--- src/rtl/ccf_pkg.sv ---
package ccf_pkg;

    typedef enum logic [2:0] {
        LAY_GFX1,
        LAY_GFX2,
        LAY_MULTI,
        LAY_MULTIB,
        LAY_TEXT,
        LAY_TEXTB,
        LAY_BARS
    } layout_e;

    // 40-column layouts with 6-pixel cells and side borders
    function automatic logic lay_is_text(layout_e l);
        return l inside {LAY_TEXT, LAY_TEXTB, LAY_BARS};
    endfunction

    // layouts whose pattern bank follows the screen third
    function automatic logic lay_is_banked(layout_e l);
        return l inside {LAY_GFX2, LAY_MULTIB, LAY_TEXTB};
    endfunction

    function automatic logic lay_is_multi(layout_e l);
        return l inside {LAY_MULTI, LAY_MULTIB};
    endfunction

    function automatic logic lay_has_color(layout_e l);
        return l inside {LAY_GFX1, LAY_GFX2};
    endfunction

endpackage

--- src/rtl/ccf_mode_decode.sv ---
module ccf_mode_decode
    import ccf_pkg::*;
(
    input  logic [2:0] mode_sel,
    output layout_e    lay
);
    // bit0 text, bit1 split/bank, bit2 multicolour
    always_comb begin
        if (mode_sel[0]) begin
            if (mode_sel[2])      lay = LAY_BARS;
            else if (mode_sel[1]) lay = LAY_TEXTB;
            else                  lay = LAY_TEXT;
        end else if (mode_sel[2]) begin
            lay = mode_sel[1] ? LAY_MULTIB : LAY_MULTI;
        end else begin
            lay = mode_sel[1] ? LAY_GFX2 : LAY_GFX1;
        end
    end
endmodule

--- src/rtl/ccf_addr_gen.sv ---
module ccf_addr_gen
    import ccf_pkg::*;
#(
    parameter int TEXT_COLS = 40,
    parameter int GFX_COLS  = 32
) (
    input  layout_e     lay,
    input  logic [4:0]  row,
    input  logic [5:0]  col,
    input  logic [2:0]  line,
    input  logic [7:0]  name,
    input  logic [3:0]  name_base,
    input  logic [7:0]  color_reg,
    input  logic [2:0]  patt_reg,
    output logic [13:0] name_addr,
    output logic [13:0] patt_addr,
    output logic [13:0] color_addr
);
    localparam int IDX_W = 10;

    logic [IDX_W-1:0] cell_idx;
    logic [1:0]       third;
    logic [1:0]       bank;
    logic [2:0]       low3;
    logic [6:0]       cn_hi7;

    always_comb begin
        if (lay_is_text(lay))
            cell_idx = IDX_W'(row) * IDX_W'(TEXT_COLS) + IDX_W'(col);
        else
            cell_idx = IDX_W'(row) * IDX_W'(GFX_COLS) + IDX_W'(col);

        third  = row[4:3];
        bank   = third & patt_reg[1:0];
        low3   = lay_is_multi(lay) ? {row[1:0], line[2]} : line;
        cn_hi7 = {third, name[7:3]} & color_reg[6:0];

        name_addr = {name_base, cell_idx};

        if (lay_is_banked(lay))
            patt_addr = {patt_reg[2], bank, name, low3};
        else
            patt_addr = {patt_reg, name, low3};

        if (lay == LAY_GFX2)
            color_addr = {color_reg[7], cn_hi7, name[2:0], line};
        else
            color_addr = {color_reg, 1'b0, name[7:3]};
    end
endmodule

--- src/rtl/ccf_pixel_pick.sv ---
module ccf_pixel_pick
    import ccf_pkg::*;
(
    input  layout_e    lay,
    input  logic       disp_off,
    input  logic [2:0] idx,
    input  logic [7:0] patt,
    input  logic [7:0] colr,
    input  logic [3:0] fg_text,
    input  logic [3:0] backdrop,
    output logic [3:0] color
);
    logic [3:0] raw;
    logic       bit_on;

    always_comb begin
        bit_on = patt[3'd7 - idx];
        unique case (lay)
            LAY_GFX1, LAY_GFX2:    raw = bit_on ? colr[7:4] : colr[3:0];
            LAY_TEXT, LAY_TEXTB:   raw = bit_on ? fg_text : backdrop;
            LAY_MULTI, LAY_MULTIB: raw = idx[2] ? patt[7:4] : patt[3:0];
            default:               raw = idx[2] ? backdrop : fg_text;
        endcase
        if (disp_off || raw == 4'h0) color = backdrop;
        else                         color = raw;
    end
endmodule

--- src/rtl/charcell_fetch.sv ---
module charcell_fetch
    import ccf_pkg::*;
#(
    parameter int TEXT_COLS  = 40,
    parameter int GFX_COLS   = 32,
    parameter int BORDER_PIX = 8,
    parameter int CELL_PIX   = 8,
    parameter int TEXT_PIX   = 6
) (
    input  logic        clk,
    input  logic        rst_n,
    input  logic [2:0]  mode_sel,
    input  logic        disp_en,
    input  logic [3:0]  name_base,
    input  logic [7:0]  color_reg,
    input  logic [2:0]  patt_reg,
    input  logic [3:0]  fg_text,
    input  logic [3:0]  backdrop,
    input  logic        cell_start,
    input  logic [4:0]  cell_row,
    input  logic [5:0]  cell_col,
    input  logic [2:0]  cell_line,
    output logic        busy,
    output logic        mem_req,
    output logic [13:0] mem_addr,
    input  logic        mem_rvalid,
    input  logic [7:0]  mem_rdata,
    output logic        pix_valid,
    output logic [3:0]  pix_color
);
    localparam int MAXP  = (BORDER_PIX > CELL_PIX) ? BORDER_PIX : CELL_PIX;
    localparam int CNT_W = $clog2(MAXP);

    typedef enum logic [3:0] {
        S_IDLE, S_LBORD, S_NAME_REQ, S_NAME_WAIT, S_PAT_REQ, S_PAT_WAIT,
        S_COL_REQ, S_COL_WAIT, S_DRAW, S_RBORD
    } state_e;

    state_e             state, state_nx;
    layout_e            lay_in, lay_q;
    logic               off_q;
    logic [4:0]         row_q;
    logic [5:0]         col_q;
    logic [2:0]         line_q;
    logic [3:0]         nb_q, tc_q, bd_q;
    logic [7:0]         cr_q, name_q, patt_q, colr_q;
    logic [2:0]         pr_q;
    logic [CNT_W-1:0]   cnt;
    logic [13:0]        a_name, a_patt, a_colr;
    logic [3:0]         pick_color;
    logic               last_pix, last_bord, last_col;

    function automatic state_e work_state(layout_e l, logic off);
        return (off || l == LAY_BARS) ? S_DRAW : S_NAME_REQ;
    endfunction

    ccf_mode_decode u_dec (.mode_sel(mode_sel), .lay(lay_in));

    ccf_addr_gen #(.TEXT_COLS(TEXT_COLS), .GFX_COLS(GFX_COLS)) u_addr (
        .lay(lay_q), .row(row_q), .col(col_q), .line(line_q), .name(name_q),
        .name_base(nb_q), .color_reg(cr_q), .patt_reg(pr_q),
        .name_addr(a_name), .patt_addr(a_patt), .color_addr(a_colr)
    );

    ccf_pixel_pick u_pick (
        .lay(lay_q), .disp_off(off_q), .idx(3'(cnt)), .patt(patt_q),
        .colr(colr_q), .fg_text(tc_q), .backdrop(bd_q), .color(pick_color)
    );

    assign last_bord = (cnt == CNT_W'(BORDER_PIX - 1));
    assign last_pix  = lay_is_text(lay_q) ? (cnt == CNT_W'(TEXT_PIX - 1))
                                          : (cnt == CNT_W'(CELL_PIX - 1));
    assign last_col  = lay_is_text(lay_q) && (col_q == 6'(TEXT_COLS - 1));

    // state register
    always_ff @(posedge clk or negedge rst_n) begin
        if (!rst_n) state <= S_IDLE;
        else        state <= state_nx;
    end

    // next state
    always_comb begin
        state_nx = state;
        unique case (state)
            S_IDLE:
                if (cell_start)
                    state_nx = (lay_is_text(lay_in) && cell_col == 6'd0) ? S_LBORD
                             : work_state(lay_in, !disp_en);
            S_LBORD:     if (last_bord)  state_nx = work_state(lay_q, off_q);
            S_NAME_REQ:                  state_nx = S_NAME_WAIT;
            S_NAME_WAIT: if (mem_rvalid) state_nx = S_PAT_REQ;
            S_PAT_REQ:                   state_nx = S_PAT_WAIT;
            S_PAT_WAIT:  if (mem_rvalid) state_nx = lay_has_color(lay_q) ? S_COL_REQ : S_DRAW;
            S_COL_REQ:                   state_nx = S_COL_WAIT;
            S_COL_WAIT:  if (mem_rvalid) state_nx = S_DRAW;
            S_DRAW:      if (last_pix)   state_nx = last_col ? S_RBORD : S_IDLE;
            S_RBORD:     if (last_bord)  state_nx = S_IDLE;
            default:                     state_nx = S_IDLE;
        endcase
    end

    // outputs
    always_comb begin
        mem_req   = 1'b0;
        mem_addr  = 14'd0;
        pix_valid = 1'b0;
        pix_color = 4'd0;
        busy      = (state != S_IDLE);
        unique case (state)
            S_NAME_REQ: begin mem_req = 1'b1; mem_addr = a_name; end
            S_PAT_REQ:  begin mem_req = 1'b1; mem_addr = a_patt; end
            S_COL_REQ:  begin mem_req = 1'b1; mem_addr = a_colr; end
            S_LBORD, S_RBORD: begin pix_valid = 1'b1; pix_color = bd_q; end
            S_DRAW:     begin pix_valid = 1'b1; pix_color = pick_color; end
            default: ;
        endcase
    end

    // datapath: cell context, fetched bytes, pixel counter
    always_ff @(posedge clk or negedge rst_n) begin
        if (!rst_n) begin
            lay_q <= LAY_GFX1; off_q <= 1'b0; row_q <= '0; col_q <= '0;
            line_q <= '0; nb_q <= '0; cr_q <= '0; pr_q <= '0; tc_q <= '0;
            bd_q <= '0; name_q <= '0; patt_q <= '0; colr_q <= '0; cnt <= '0;
        end else begin
            if (state == S_IDLE && cell_start) begin
                lay_q <= lay_in;    off_q <= !disp_en;
                row_q <= cell_row;  col_q <= cell_col;  line_q <= cell_line;
                nb_q <= name_base;  cr_q <= color_reg;  pr_q <= patt_reg;
                tc_q <= fg_text;    bd_q <= backdrop;
            end
            if (mem_rvalid) begin
                if (state == S_NAME_WAIT) name_q <= mem_rdata;
                if (state == S_PAT_WAIT)  patt_q <= mem_rdata;
                if (state == S_COL_WAIT)  colr_q <= mem_rdata;
            end
            if (state != state_nx) cnt <= '0;
            else if (pix_valid)    cnt <= cnt + 1'b1;
        end
    end

    AST_REQ_SINGLE: assert property (@(posedge clk) disable iff (!rst_n)
        mem_req |=> !mem_req);
    AST_OFF_NO_FETCH: assert property (@(posedge clk) disable iff (!rst_n)
        (busy && off_q) |-> !mem_req);
    AST_BARS_NO_FETCH: assert property (@(posedge clk) disable iff (!rst_n)
        (busy && lay_q == LAY_BARS) |-> !mem_req);
    AST_TEXT_NO_COLOR_READ: assert property (@(posedge clk) disable iff (!rst_n)
        (state == S_COL_REQ) |-> lay_has_color(lay_q));
    AST_ZERO_ONLY_BACKDROP: assert property (@(posedge clk) disable iff (!rst_n)
        (pix_valid && pix_color == 4'h0) |-> (bd_q == 4'h0));

endmodule

--- config.mk ---
export PLATFORM = sky130hd
export DESIGN_NAME = charcell_fetch
export DESIGN_NICKNAME = d
export VERILOG_FILES = /design/src/rtl/ccf_pkg.sv /design/src/rtl/ccf_mode_decode.sv /design/src/rtl/ccf_addr_gen.sv /design/src/rtl/ccf_pixel_pick.sv /design/src/rtl/charcell_fetch.sv
export SDC_FILE = /design/constraint.sdc
export NUM_CORES = 1
export LEC_CHECK = 0
export ABC_AREA = 1
export CAP_MARGIN = 20
export CORE_ASPECT_RATIO = 0.75
export CORE_MARGIN = 3
export CORE_UTILIZATION = 54
export CTS_BUF_LIST = sky130_fd_sc_hd__clkbuf_4 sky130_fd_sc_hd__clkbuf_8 sky130_fd_sc_hd__clkbuf_16
export CTS_CLUSTER_SIZE = 14
export DETAILED_ROUTE_END_ITERATION = 7
export MAX_ROUTING_LAYER = met4
export PLACE_DENSITY = 0.87
export SLEW_MARGIN = 25
export SYNTH_ARGS = -nofsm -noshare
export SYNTH_HDL_FRONTEND = slang
export SYNTH_SLANG_ARGS = --single-unit
--- constraint.sdc ---
create_clock -name clk -period 3.2 [get_ports clk]
set_input_delay 0.64 -clock clk [delete_from_list [all_inputs] [get_ports clk]]
set_output_delay 0.64 -clock clk [all_outputs]
set_load 0.05 [all_outputs]
==> key figures, run 1 <==
Synth
  – Cell variety after synth: 39
  – Adder and majority gate portion of the synthesized area: 4.80%
  – Compound-gate portion of the synthesized area: 17.3%
  – Synthesis warning total: 0
  – Share of flip-flops with an asynchronous set or reset: 100%
  – Mux cell area share after synthesis: between 3 and 4%
  – Dominant combinational cell family by area after synthesis: simple AND/OR/NAND/NOR gates
  – Post-Syn Area: 4480 um2
  – XOR/XNOR share of the synthesized area: 1.37%
  – Number of enable flip-flop cells after synthesis: 0
  – Synthesized-area fraction occupied by and/or/nand/nor cells: 24.0%
  – Synthesized area per cell: 7.78 um2
  – Most used DFF post-synth: sky130_fd_sc_hd__dfrtp_1
  – Net count of the mapped netlist: 645
  – Synthesized instance count: roughly 580
  – Proportion of synthesized chip area in sequential cells: 40.2%
  – Synth Register Bits: 72

Timing
  – Clock skew: between 9 and 10 ps
  – Hold Violations, Final: 0
  – Maximum achievable frequency: 304 MHz
  – Final-report max-slew violation count: 0
  – Measured slew at the worst slew-check pin: 788 ps
  – Final setup margin: -85.6 ps
  – Worst Hold Slack: 351 ps
  – Final Cycle Share: 103%
  – RSZ-0062 raised after global routing: yes
  – Sum Neg Setup Slack: -147 ps
  – Worst-case headroom to the max-slew limit: 47.5%
  – Clock period minus worst slack: 3290 ps
  – Final Setup Violations: 2

Floorplan
  – Std cell rows: 28
  – Boundary Pins: 74
  – Chip Width: 111 um
  – Die height: 84.9 um
  – Die area: 9440 um2
  – Initial core utilization: 56.1%
  – Floorplan core area: 7990 um2

Min path
  – Classification of the worst-slack hold path: in2async

Layout
  – Diode count: 0
  – Filler cells: 616
  – Fraction of layout cells with a size suffix above 1: a little under a fifth
  – Post-route non-filler standard cell count: 770
  – Final core utilization: 73.0%
  – Synth-to-Final Area Change: 30.3%
  – Number of nets in the finished design: around 730

Power and ir drop
  – Worst vdd ir: 0.897 mV
  – Leakage power total: 2.70 nW
  – Proportion of total power due to net switching: 47.3%
  – Areal power density over the cells: around 1000 nW/um2
  – Comb power frac: 56.6%
  – Clock power share: 15.8%
  – Switching power total: 2.76 mW
  – Register share of total power: 27.6%
  – Internal power: between 3 and 4 mW

Clock tree
  – Clock tree from TritonCTS: yes
  – Clock edge transition at the registers on the reported setup and hold paths: 90 ps
  – CTS H-tree depth: 3
  – Maximum buffer depth of the clock tree: 2
  – TritonCTS Buffers: 9
  – Worst-skew pair later-pin latency: 360 ps
  – Clock Sinks: 72
  – Cell at the root of the clock tree: sky130_fd_sc_hd__clkbuf_8

Detailed routing
  – Routed Antenna Nets: 0
  – Mean number of vias per cell: approximately 5.7
  – Number of DRC markers after the initial detailed-route iteration: 411
  – DRC violations left: 0
  – Routed WL: 13200 um
  – WL/cell: 17.1 um
  – Via total after detailed routing: 4381
  – Total iterations of the first detailed-routing run: 5

Outcome
  – Status: complete, but fails checks
  – Failing checks: negative setup slack

GRT
  – Pin count of the biggest net entering global routing: 41
  – Wire length of the first global-routing pass: 21000 um
  – Met3 GRT Util: 5.92%
  – Total grt overflow: 0
  – Met1 Track Usage GR: 40.2%
  – Vias in the first global route: 4204
  – Aggregate global-route resource usage: 28.6%
  – Most utilized layer in the global route result: met2
  – Met2 demand-to-capacity share in global routing: 41.9%
  – Initial antenna violation count: 0

Placed design
  – Gpl congestion: 0.988
  – Number of placed instances with taps included: 748
  – Half-perimeter wire length of the detailed placement result: 9740 um
  – Number of input and output port buffers inserted: 73

Critical path
  – Maximum net fanout on the critical path: 2
  – Kind of critical path: reg2out
  – Critical path data required time: 2560 ps
  – Worst path arrival time: 2650 ps
  – Critical Path Source Type: register
  – Type of destination of the critical path: primary output

Job
  – Max Cap Violations: 0
[cells in the final DEF (no fill, tap or decap), types with 16 or more instances in the layout]
cell / instances
sky130_fd_sc_hd__nand3_1: 41
sky130_fd_sc_hd__dfrtp_1: 67
sky130_fd_sc_hd__inv_2: 16
sky130_fd_sc_hd__nand2_1: 131
sky130_fd_sc_hd__clkdlybuf4s50_1: 53
sky130_fd_sc_hd__inv_1: 73
sky130_fd_sc_hd__buf_4: 18
sky130_fd_sc_hd__nor2_1: 17
sky130_fd_sc_hd__o21ai_0: 88
[worst max-delay path, cell delays in order (launching register included)]
cell	delay [ps]
sky130_fd_sc_hd__dfrtp_1	400
sky130_fd_sc_hd__ha_1	290
sky130_fd_sc_hd__ha_2	180
sky130_fd_sc_hd__inv_2	40
sky130_fd_sc_hd__fa_2	360
sky130_fd_sc_hd__xnor2_2	160
sky130_fd_sc_hd__inv_1	70
sky130_fd_sc_hd__nor2_2	80
sky130_fd_sc_hd__nand2_1	90
sky130_fd_sc_hd__a21oi_2	120
sky130_fd_sc_hd__o21ai_1	80
sky130_fd_sc_hd__nand3_2	120
sky130_fd_sc_hd__o221ai_2	120
sky130_fd_sc_hd__buf_12	170
[final timing paths]
path	startpoint	endpoint	slack, ps	cells after the start
min reg2reg	patt_q[1]	patt_q[1]	500	2
min	rst_n	tc_q[1]	350	1
max	row_q[3]	mem_addr[9]	-90	13
max reg2reg	cnt[0]	cnt[1]	1060	11
min in group clk	patt_q[1]	patt_q[1]	500	2
max in group asynchronous	rst_n	cnt[2]	2140	2
[cell families after synthesis]
logic type | count (synthesis)
multiplexers | 13
adder cells (fa/ha/maj) | 16
AND/OR/NAND/NOR | 228
XOR/XNOR | 7
flip-flops | 72
AO/OA/AOI/OAI | 135
buffers and inverters | 105
[cell type report]
type | instances | area, um2 | share of cell area, %
inverter | 90 | 338 | 5.79
clock buffer | 10 | 138 | 2.36
tap | 105 | 131 | 2.25
clock inverter | 6 | 115 | 1.97
timing repair buffer | 86 | 906 | 15.5
multi-input combinational | 401 | 2400 | 41.1
sequential | 72 | 1810 | 31.0
[metrics by stage]
step                      setup WS [ps]  power, mW  cell area, um2
after global placement              130       4.50            5420
final                             -85.6       5.84            5830
after detailed placement           69.9       4.61            5420
after floorplan                     179       3.62            4480
after CTS                         -86.8       5.62            5710
after global routing               -199       6.23            5830
[synth_stat cells, drive strengths merged (2+ instances only)]
library cell,number,area share (%)
nor2,24,2.7
nand4,3,0.56
a21oi,18,2.5
a211oi,3,0.73
xor2,5,0.98
clkbuf,9,0.75
buf,6,0.67
xnor2,2,0.39
fa,2,0.89
ha,14,3.9
o21ai,94,11
mux2,13,3.3
nand3b,4,0.67
o221ai,8,1.6
dfrtp,72,40
o211ai,8,1.3
nor3,4,0.95
nand2,140,12
inv,89,7.5
nand3,52,6.5
[state kept, by name (all words and copies together) (netlist names), 4 cells and up]
register	flops
bd_q	4
col_q	6
colr_q	8
cr_q	8
name_q	8
nb_q	4
patt_q	8
row_q	5
state	4
tc_q	4
[repair_timing]
item	4_1_cts	5_1_grt
hold buffers	0	0
pin swaps	6	7
endpoints found under the setup margin	11	8
buffers inserted	2	2
gates cloned	0	2
resized for setup	13	20
[layer usage]
metal	part of all wire [%]	up-vias
li1	-	2076
met1	46	2058
met2	43	215
met3	8.8	32
met4	2.3	0
met5	0	-
[power by group through the flow]
stage	clock [mW]	combinational (mW)	sequential [mW]
after floorplan	0	2.10	1.52
final	0.922	3.30	1.61
after detailed placement	0	2.99	1.62
after CTS	0.930	3.09	1.60
after global placement	0	2.90	1.60
after global routing	0.969	3.60	1.66
No activity file was read; power rests on OpenSTA's default activity.
==> run 2: changes to the inputs <==
--- a/config.mk
+++ b/config.mk
@@ -5,16 +5,15 @@
 export SDC_FILE = /design/constraint.sdc
 export NUM_CORES = 1
 export LEC_CHECK = 0
-export ABC_AREA = 1
 export CAP_MARGIN = 20
 export CORE_ASPECT_RATIO = 0.75
-export CORE_MARGIN = 3
-export CORE_UTILIZATION = 54
+export CORE_UTILIZATION = 53
 export CTS_BUF_LIST = sky130_fd_sc_hd__clkbuf_4 sky130_fd_sc_hd__clkbuf_8 sky130_fd_sc_hd__clkbuf_16
 export CTS_CLUSTER_SIZE = 14
 export DETAILED_ROUTE_END_ITERATION = 7
+export GPL_TIMING_DRIVEN = 0
 export MAX_ROUTING_LAYER = met4
-export PLACE_DENSITY = 0.87
+export PLACE_DENSITY = 0.86
 export SLEW_MARGIN = 25
 export SYNTH_ARGS = -nofsm -noshare
 export SYNTH_HDL_FRONTEND = slang
==> key figures, run 2 <==
Outcome
  – Status: complete, but fails checks
  – Failing checks: negative setup slack

Clock tree
  – Cell at the root of the clock tree: sky130_fd_sc_hd__clkbuf_8
  – CTS H-tree depth: 3
  – Maximum buffer depth of the clock tree: 2
  – Clock Sinks: 72
  – TritonCTS Buffers: 9
  – Quantity of hold-fixing buffers added after cts: 0
  – Clock edge transition at the registers on the reported setup and hold paths: around 90 ps
  – Worst-skew pair later-pin latency: 360 ps
  – Clock tree from TritonCTS: yes

Layout
  – Filler cells: 546
  – Most common cell after layout, fill and taps aside: sky130_fd_sc_hd__nand2_1
  – Most frequent cells in the layout: sky130_fd_sc_hd__nand2_1, sky130_fd_sc_hd__dfrtp_1, sky130_fd_sc_hd__clkdlybuf4s50_1
  – Post-route non-filler standard cell count: between 600 and 700
  – Synth-to-Final Area Change: 33.7%
  – Combined flip-flop and latch cell area: 1810 um2
  – Fraction of layout cells with a size suffix above 1: a little under a quarter
  – Number of nets in the finished design: 638
  – Multi-input combinational cell area: 2550 um2
  – Diode count: 0

Detailed routing
  – Via total after detailed routing: 4209
  – Routed Antenna Nets: 0
  – Total iterations of the first detailed-routing run: 5
  – Number of DRC markers after the initial detailed-route iteration: 505
  – Routed WL: 13800 um
  – DRC violations left: 0
  – WL/cell: between 20 and 25 um
  – Mean number of vias per cell: 6.24

Floorplan
  – Boundary Pins: 74
  – Floorplan core area: 7570 um2
  – Die height: 79.6 um
  – Chip Width: 106 um
  – Std cell rows: 27
  – Die area: 8400 um2
  – Initial core utilization: 56.3%

Synth
  – Post-Syn Area: 4260 um2
  – Synthesized instance count: 467
  – Proportion of synthesized chip area in sequential cells: 42.3%
  – Cell variety after synth: 50
  – Number of enable flip-flop cells after synthesis: 0
  – Synthesis warning total: 0
  – Mux cell area share after synthesis: 14.4%
  – Share of flip-flops with an asynchronous set or reset: between 90% and 100%
  – Synthesized-area fraction occupied by and/or/nand/nor cells: 21.2%
  – Synth Register Bits: 72
  – Most used DFF post-synth: sky130_fd_sc_hd__dfrtp_1
  – Most instantiated cells after synthesis: sky130_fd_sc_hd__nand2_1, sky130_fd_sc_hd__dfrtp_1, sky130_fd_sc_hd__a21oi_1
  – Net count of the mapped netlist: 536
  – Compound-gate portion of the synthesized area: 11.9%
  – Leading cell types by total area after synthesis: sky130_fd_sc_hd__dfrtp_1, sky130_fd_sc_hd__nand2_1, sky130_fd_sc_hd__mux2_2
  – XOR/XNOR share of the synthesized area: 2.06%
  – Synthesized area per cell: 9.12 um2
  – Adder and majority gate portion of the synthesized area: under 10%
  – Most frequent cell after synthesis: sky130_fd_sc_hd__nand2_1
  – Most area-hungry cell type in the Yosys netlist: sky130_fd_sc_hd__dfrtp_1
  – Post-synth top area share: 42.3%
  – Dominant combinational cell family by area after synthesis: simple AND/OR/NAND/NOR gates

Critical path
  – Kind of critical path: reg2out
  – Buffers & Inverters on Critical Path: 4
  – CP delay by family, top: adder cells
  – Maximum net fanout on the critical path: 3
  – Critical Path Source Type: register
  – Type of destination of the critical path: primary output
  – Critical Path, Cell by Cell: ha_4 > ha_4 > inv_2 > fa_2 > inv_2 > buf_6 > o2111ai_2 > a21oi_2 > a221oi_2 > o21ai_2 > xnor2_2 > o22ai_4 > buf_6
  – Critical path data required time: 2560 ps
  – Stage delay of the slowest cell on the critical path: approximately 550 ps
  – Standard cell with the maximum stage delay on the critical path: sky130_fd_sc_hd__fa_2
  – Worst path arrival time: approximately 3000 ps

GRT
  – Vias in the first global route: approximately 4k
  – Wire length of the first global-routing pass: 20700 um
  – Initial antenna violation count: 0
  – Total grt overflow: 0
  – Pin count of the biggest net entering global routing: between 50 and 60
  – Aggregate global-route resource usage: 33.8%

Timing
  – Sum Neg Setup Slack: -2390 ps
  – Final setup margin: -414 ps
  – RSZ-0062 raised after global routing: yes
  – Worst Hold Slack: 180 ps
  – Hold Violations, Final: 0
  – Worst-case headroom to the max-slew limit: 47.4%
  – Final-report max-slew violation count: 0
  – Final Setup Violations: 9
  – Clock skew: between 7 and 8 ps
  – Measured slew at the worst slew-check pin: 786 ps
  – Maximum achievable frequency: 277 MHz
  – Final Cycle Share: 113%
  – Clock period minus worst slack: 3610 ps

Placed design
  – Gpl congestion: 1.00
  – Number of placed instances with taps included: between 600 and 700
  – Number of input and output port buffers inserted: 73
  – Half-perimeter wire length of the detailed placement result: a little over 9000 um

Job
  – Max Cap Violations: 0

Power and ir drop
  – Worst vdd ir: 0.802 mV
  – Leakage power total: 2.65 nW
  – Areal power density over the cells: about 1100 nW/um2

Min path
  – Classification of the worst-slack hold path: in2async
==> run 2: changes by cell type after synthesis, moves of 5 or more <==
cell,change
sky130_fd_sc_hd__mux2i_1,+17
sky130_fd_sc_hd__a21oi_1,+12
sky130_fd_sc_hd__inv_2,-14
sky130_fd_sc_hd__a22oi_1,+7
sky130_fd_sc_hd__nand3_1,-32
sky130_fd_sc_hd__clkbuf_1,+9
sky130_fd_sc_hd__nor2b_1,+9
sky130_fd_sc_hd__mux2_2,+11
sky130_fd_sc_hd__nand2_1,+9
sky130_fd_sc_hd__o21ai_0,-76
sky130_fd_sc_hd__mux4_2,+6
sky130_fd_sc_hd__nand2_2,-5
sky130_fd_sc_hd__inv_1,-62
==> run 2: per-layer routing <==
layer	track usage, %	part of all wire (%)	up-vias
li1	-	-	1839
met4	9.58	2.8	0
met2	53.8	47	245
met3	7.67	9.3	50
met1	44.0	41	2075
met5	-	0	-
==> run 2: report_power, final <==
group | total [mW] | internal [mW] | switching, mW | leakage (nW)
clock | 0.707 | 0.312 | 0.395 | 0.0899
sequential | 1.72 | 1.31 | 0.405 | 0.915
combinational | 3.81 | 1.61 | 2.20 | 1.64
total | 6.24 | 3.24 | 3.00 | 2.65
==> run 2: final timing paths <==
kind / slack [ps] / endpoint / from / depth (start not counted)
setup reg to reg: 820 / cnt[1] / cnt[0] / 10
setup / recovery: -410 / mem_addr[9] / row_q[3] / 13
hold reg to reg: 480 / nb_q[2] / nb_q[2] / 2
hold / removal: 180 / row_q[1] / rst_n / 1
max in group asynchronous: 2450 / row_q[4] / rst_n / 2
min in group clk: 480 / nb_q[2] / nb_q[2] / 2
==> run 2: cell families after synthesis <==
family	count (synthesis)
simple gates	209
compound gates	76
flops	72
mux	49
buf+inv	35
fa+ha+maj	16
xor+xnor	10
==> run 2: repair_timing <==
item,in CTS,in global routing
pin swaps,22,13
buffers inserted,12,6
gates resized for setup,113,29
cloned,0,0
setup endpoints to repair,19,16
==> run 2: layout make-up <==
cell class / instances / share of cell area, %
buffer: 21 / 1.52
clock buffer: 10 / 2.42
clock inverter: 6 / 0.879
inverter: 13 / 0.857
multi-input combinational: 360 / 44.7
sequential: 72 / 31.8
tap: 101 / 2.22
timing repair buffer: 92 / 15.6
==> run 2: stage by stage <==
stage          utilization (%)  power (mW)  instance area [um2]  setup WS, ps
2_1_floorplan                -        3.71                 4280         -57.1
3_3_place_gp              67.9        4.45                 5140         -1030
3_5_place_dp              68.3        4.59                 5170         -1100
4_1_cts                   73.9        5.83                 5590          -549
5_1_grt                   75.2        6.56                 5690          -523
6_report                  75.2        6.24                 5690          -414
==> run 3: changes to the inputs <==
--- a/config.mk
+++ b/config.mk
@@ -6,14 +6,16 @@
 export NUM_CORES = 1
 export LEC_CHECK = 0
 export CAP_MARGIN = 20
+export CELL_PAD_IN_SITES_DETAIL_PLACEMENT = 0
+export CELL_PAD_IN_SITES_GLOBAL_PLACEMENT = 2
 export CORE_ASPECT_RATIO = 0.75
-export CORE_UTILIZATION = 53
+export CORE_UTILIZATION = 33
 export CTS_BUF_LIST = sky130_fd_sc_hd__clkbuf_4 sky130_fd_sc_hd__clkbuf_8 sky130_fd_sc_hd__clkbuf_16
 export CTS_CLUSTER_SIZE = 14
 export DETAILED_ROUTE_END_ITERATION = 7
 export GPL_TIMING_DRIVEN = 0
 export MAX_ROUTING_LAYER = met4
-export PLACE_DENSITY = 0.86
+export PLACE_DENSITY = 0.87
 export SLEW_MARGIN = 25
 export SYNTH_ARGS = -nofsm -noshare
 export SYNTH_HDL_FRONTEND = slang
==> key figures, run 3 (synthesized netlist as in run 2, its figures left out) <==
Outcome
  – Status: complete, but fails checks
  – Failing checks: negative setup slack

Power and ir drop
  – Register share of total power: approximately a quarter
  – Post-route total power: 6.62 mW
  – Comb power frac: 57.1%
  – Switching power total: 2.90 mW
  – Internal power: 3.73 mW
  – Proportion of total power due to net switching: a little over two fifths
  – Worst vdd ir: roughly 0.34 mV
  – Leakage power total: 2.73 nW
  – Areal power density over the cells: 1100 nW/um2
  – Clock power share: 17.2%

Placed design
  – Pre-CTS setup slack: -1110 ps
  – Number of input and output port buffers inserted: 73
  – Number of placed instances with taps included: 707
  – Half-perimeter wire length of the detailed placement result: 10000 um
  – Gpl congestion: 0.865

Critical path
  – Type of destination of the critical path: primary output
  – Reg2reg start: cnt[0]
  – Maximum net fanout on the critical path: 3
  – Critical Path Source Type: register
  – Critical path data required time: 2560 ps
  – Register-to-Register Path Depth: 10
  – Kind of critical path: reg2out
  – Launching instance or port of the critical path: row_q[3]
  – Endpoint of the lowest-slack register-to-register path: cnt[2]
  – Worst reg-to-reg setup slack: 830 ps
  – Worst path arrival time: 2970 ps

Clock tree
  – Clock edge transition at the registers on the reported setup and hold paths: 60 ps
  – Cell at the root of the clock tree: sky130_fd_sc_hd__clkbuf_16
  – TritonCTS Buffers: 9
  – Worst-skew pair later-pin latency: 340 ps
  – Quantity of hold-fixing buffers added after cts: 0
  – Maximum buffer depth of the clock tree: 2
  – Clock tree from TritonCTS: yes
  – CTS H-tree depth: 3
  – Clock Sinks: a little over 70

GRT
  – Initial antenna violation count: 0
  – Met3 GRT Util: between 4 and 5%
  – Most utilized layer in the global route result: met1
  – Aggregate global-route resource usage: 22.2%
  – Vias in the first global route: 3890
  – Met2 demand-to-capacity share in global routing: 30.2%
  – Wire length of the first global-routing pass: 21600 um
  – Pin count of the biggest net entering global routing: 39
  – Total grt overflow: 0
  – Met1 Track Usage GR: 33.3%

Timing
  – Final Cycle Share: 113%
  – Clock period minus worst slack: about 3600 ps
  – Worst Hold Slack: approximately 260 ps
  – Final Setup Violations: 8
  – Clock skew: about 6.9 ps
  – Maximum achievable frequency: 277 MHz
  – Hold Violations, Final: 0
  – Measured slew at the worst slew-check pin: 774 ps
  – Worst-case headroom to the max-slew limit: 48.0%
  – Final setup margin: -410 ps
  – RSZ-0062 raised after global routing: yes
  – Final-report max-slew violation count: 0

Floorplan
  – Initial core utilization: 34.2%
  – Die height: 100 um
  – Floorplan core area: approximately 12000 um2
  – Std cell rows: 35
  – Boundary Pins: 74
  – Die area: 13400 um2
  – Chip Width: about 130 um

Detailed routing
  – Number of DRC markers after the initial detailed-route iteration: a little under 300
  – Mean number of vias per cell: 5.23
  – Via total after detailed routing: 3894
  – Routed Antenna Nets: 0
  – Total iterations of the first detailed-routing run: 7
  – WL/cell: ~18 um
  – Routed WL: 13500 um
  – DRC violations left: 0

Layout
  – Filler cells: 1169
  – Number of nets in the finished design: 642
  – Most frequent cells in the layout: sky130_fd_sc_hd__nand2_1, sky130_fd_sc_hd__dfrtp_1, sky130_fd_sc_hd__clkdlybuf4s50_1
  – Most common cell after layout, fill and taps aside: sky130_fd_sc_hd__nand2_1
  – Fraction of layout cells with a size suffix above 1: 24.7%
  – Synth-to-Final Area Change: 41.0%
  – Post-route non-filler standard cell count: 744
  – Diode count: 0

Job
  – Max Cap Violations: 0

Min path
  – Classification of the worst-slack hold path: in2async
==> run 3: critical path, cell delays in order, from the launching register on <==
cell,delay [ps]
sky130_fd_sc_hd__dfrtp_2,460
sky130_fd_sc_hd__ha_4,290
sky130_fd_sc_hd__ha_4,120
sky130_fd_sc_hd__inv_2,30
sky130_fd_sc_hd__fa_2,570
sky130_fd_sc_hd__inv_2,60
sky130_fd_sc_hd__buf_4,130
sky130_fd_sc_hd__o2111ai_2,50
sky130_fd_sc_hd__a21oi_2,80
sky130_fd_sc_hd__a221oi_2,250
sky130_fd_sc_hd__o21ai_2,110
sky130_fd_sc_hd__xnor2_2,160
sky130_fd_sc_hd__o22ai_4,120
sky130_fd_sc_hd__buf_6,190
==> run 3: worst max-delay path by stage <==
stage,end,cells past startpoint
6_report,mem_addr[9],13
5_1_grt,mem_addr[9],13
4_1_cts,mem_addr[9],12
3_5_place_dp,mem_addr[9],12
3_3_place_gp,mem_addr[9],12
2_1_floorplan,mem_addr[9],11
==> run 3: through the flow <==
step / setup TNS [ps] / instance area, um2 / utilization [%]
finish: -2000 / 6000 / 48.3
global route: -3100 / 6000 / 48.3
CTS: -1610 / 5910 / 47.5
detailed placement: -6690 / 5240 / 42.1
global placement: -84030 / 5220 / 42.0
floorplan: -57.1 / 4280 / -
==> run 3: layer usage <==
layer / routed length, um / vias to the layer above
li1: - / 1843
met1: 7080 / 1920
met2: 5570 / 117
met3: 702 / 14
met4: 164 / 0
met5: 0 / -
==> run 3: repair_timing <==
| item | in CTS | in global routing |
|---|---|---|
| hold endpoints to repair | 0 | 0 |
| gates resized for setup | 126 | 23 |
| setup endpoints to repair | 19 | 17 |
| buffers inserted | 18 | 3 |
| pin swaps | 19 | 11 |
==> run 3: final cells by class <==
| type | instances | area [um2] | area share [%] |
|---|---|---|---|
| inverter | 13 | 48.8 | 0.813 |
| multi-input combinational | 360 | 2570 | 42.9 |
| tap | 166 | 208 | 3.46 |
| timing repair buffer | 95 | 938 | 15.6 |
| sequential | 72 | 1810 | 30.1 |
| buffer | 22 | 88.8 | 1.48 |
| clock buffer | 12 | 260 | 4.34 |
| clock inverter | 4 | 76.3 | 1.27 |
==> run 3: power by group through the flow <==
stage | clock, mW | sequential [mW] | combinational, mW
floorplan | 0 | 1.55 | 2.16
finish | 1.14 | 1.71 | 3.78
detailed placement | 0 | 1.71 | 2.91
CTS | 1.15 | 1.69 | 3.53
global route | 1.20 | 1.76 | 4.10
global placement | 0 | 1.70 | 2.86
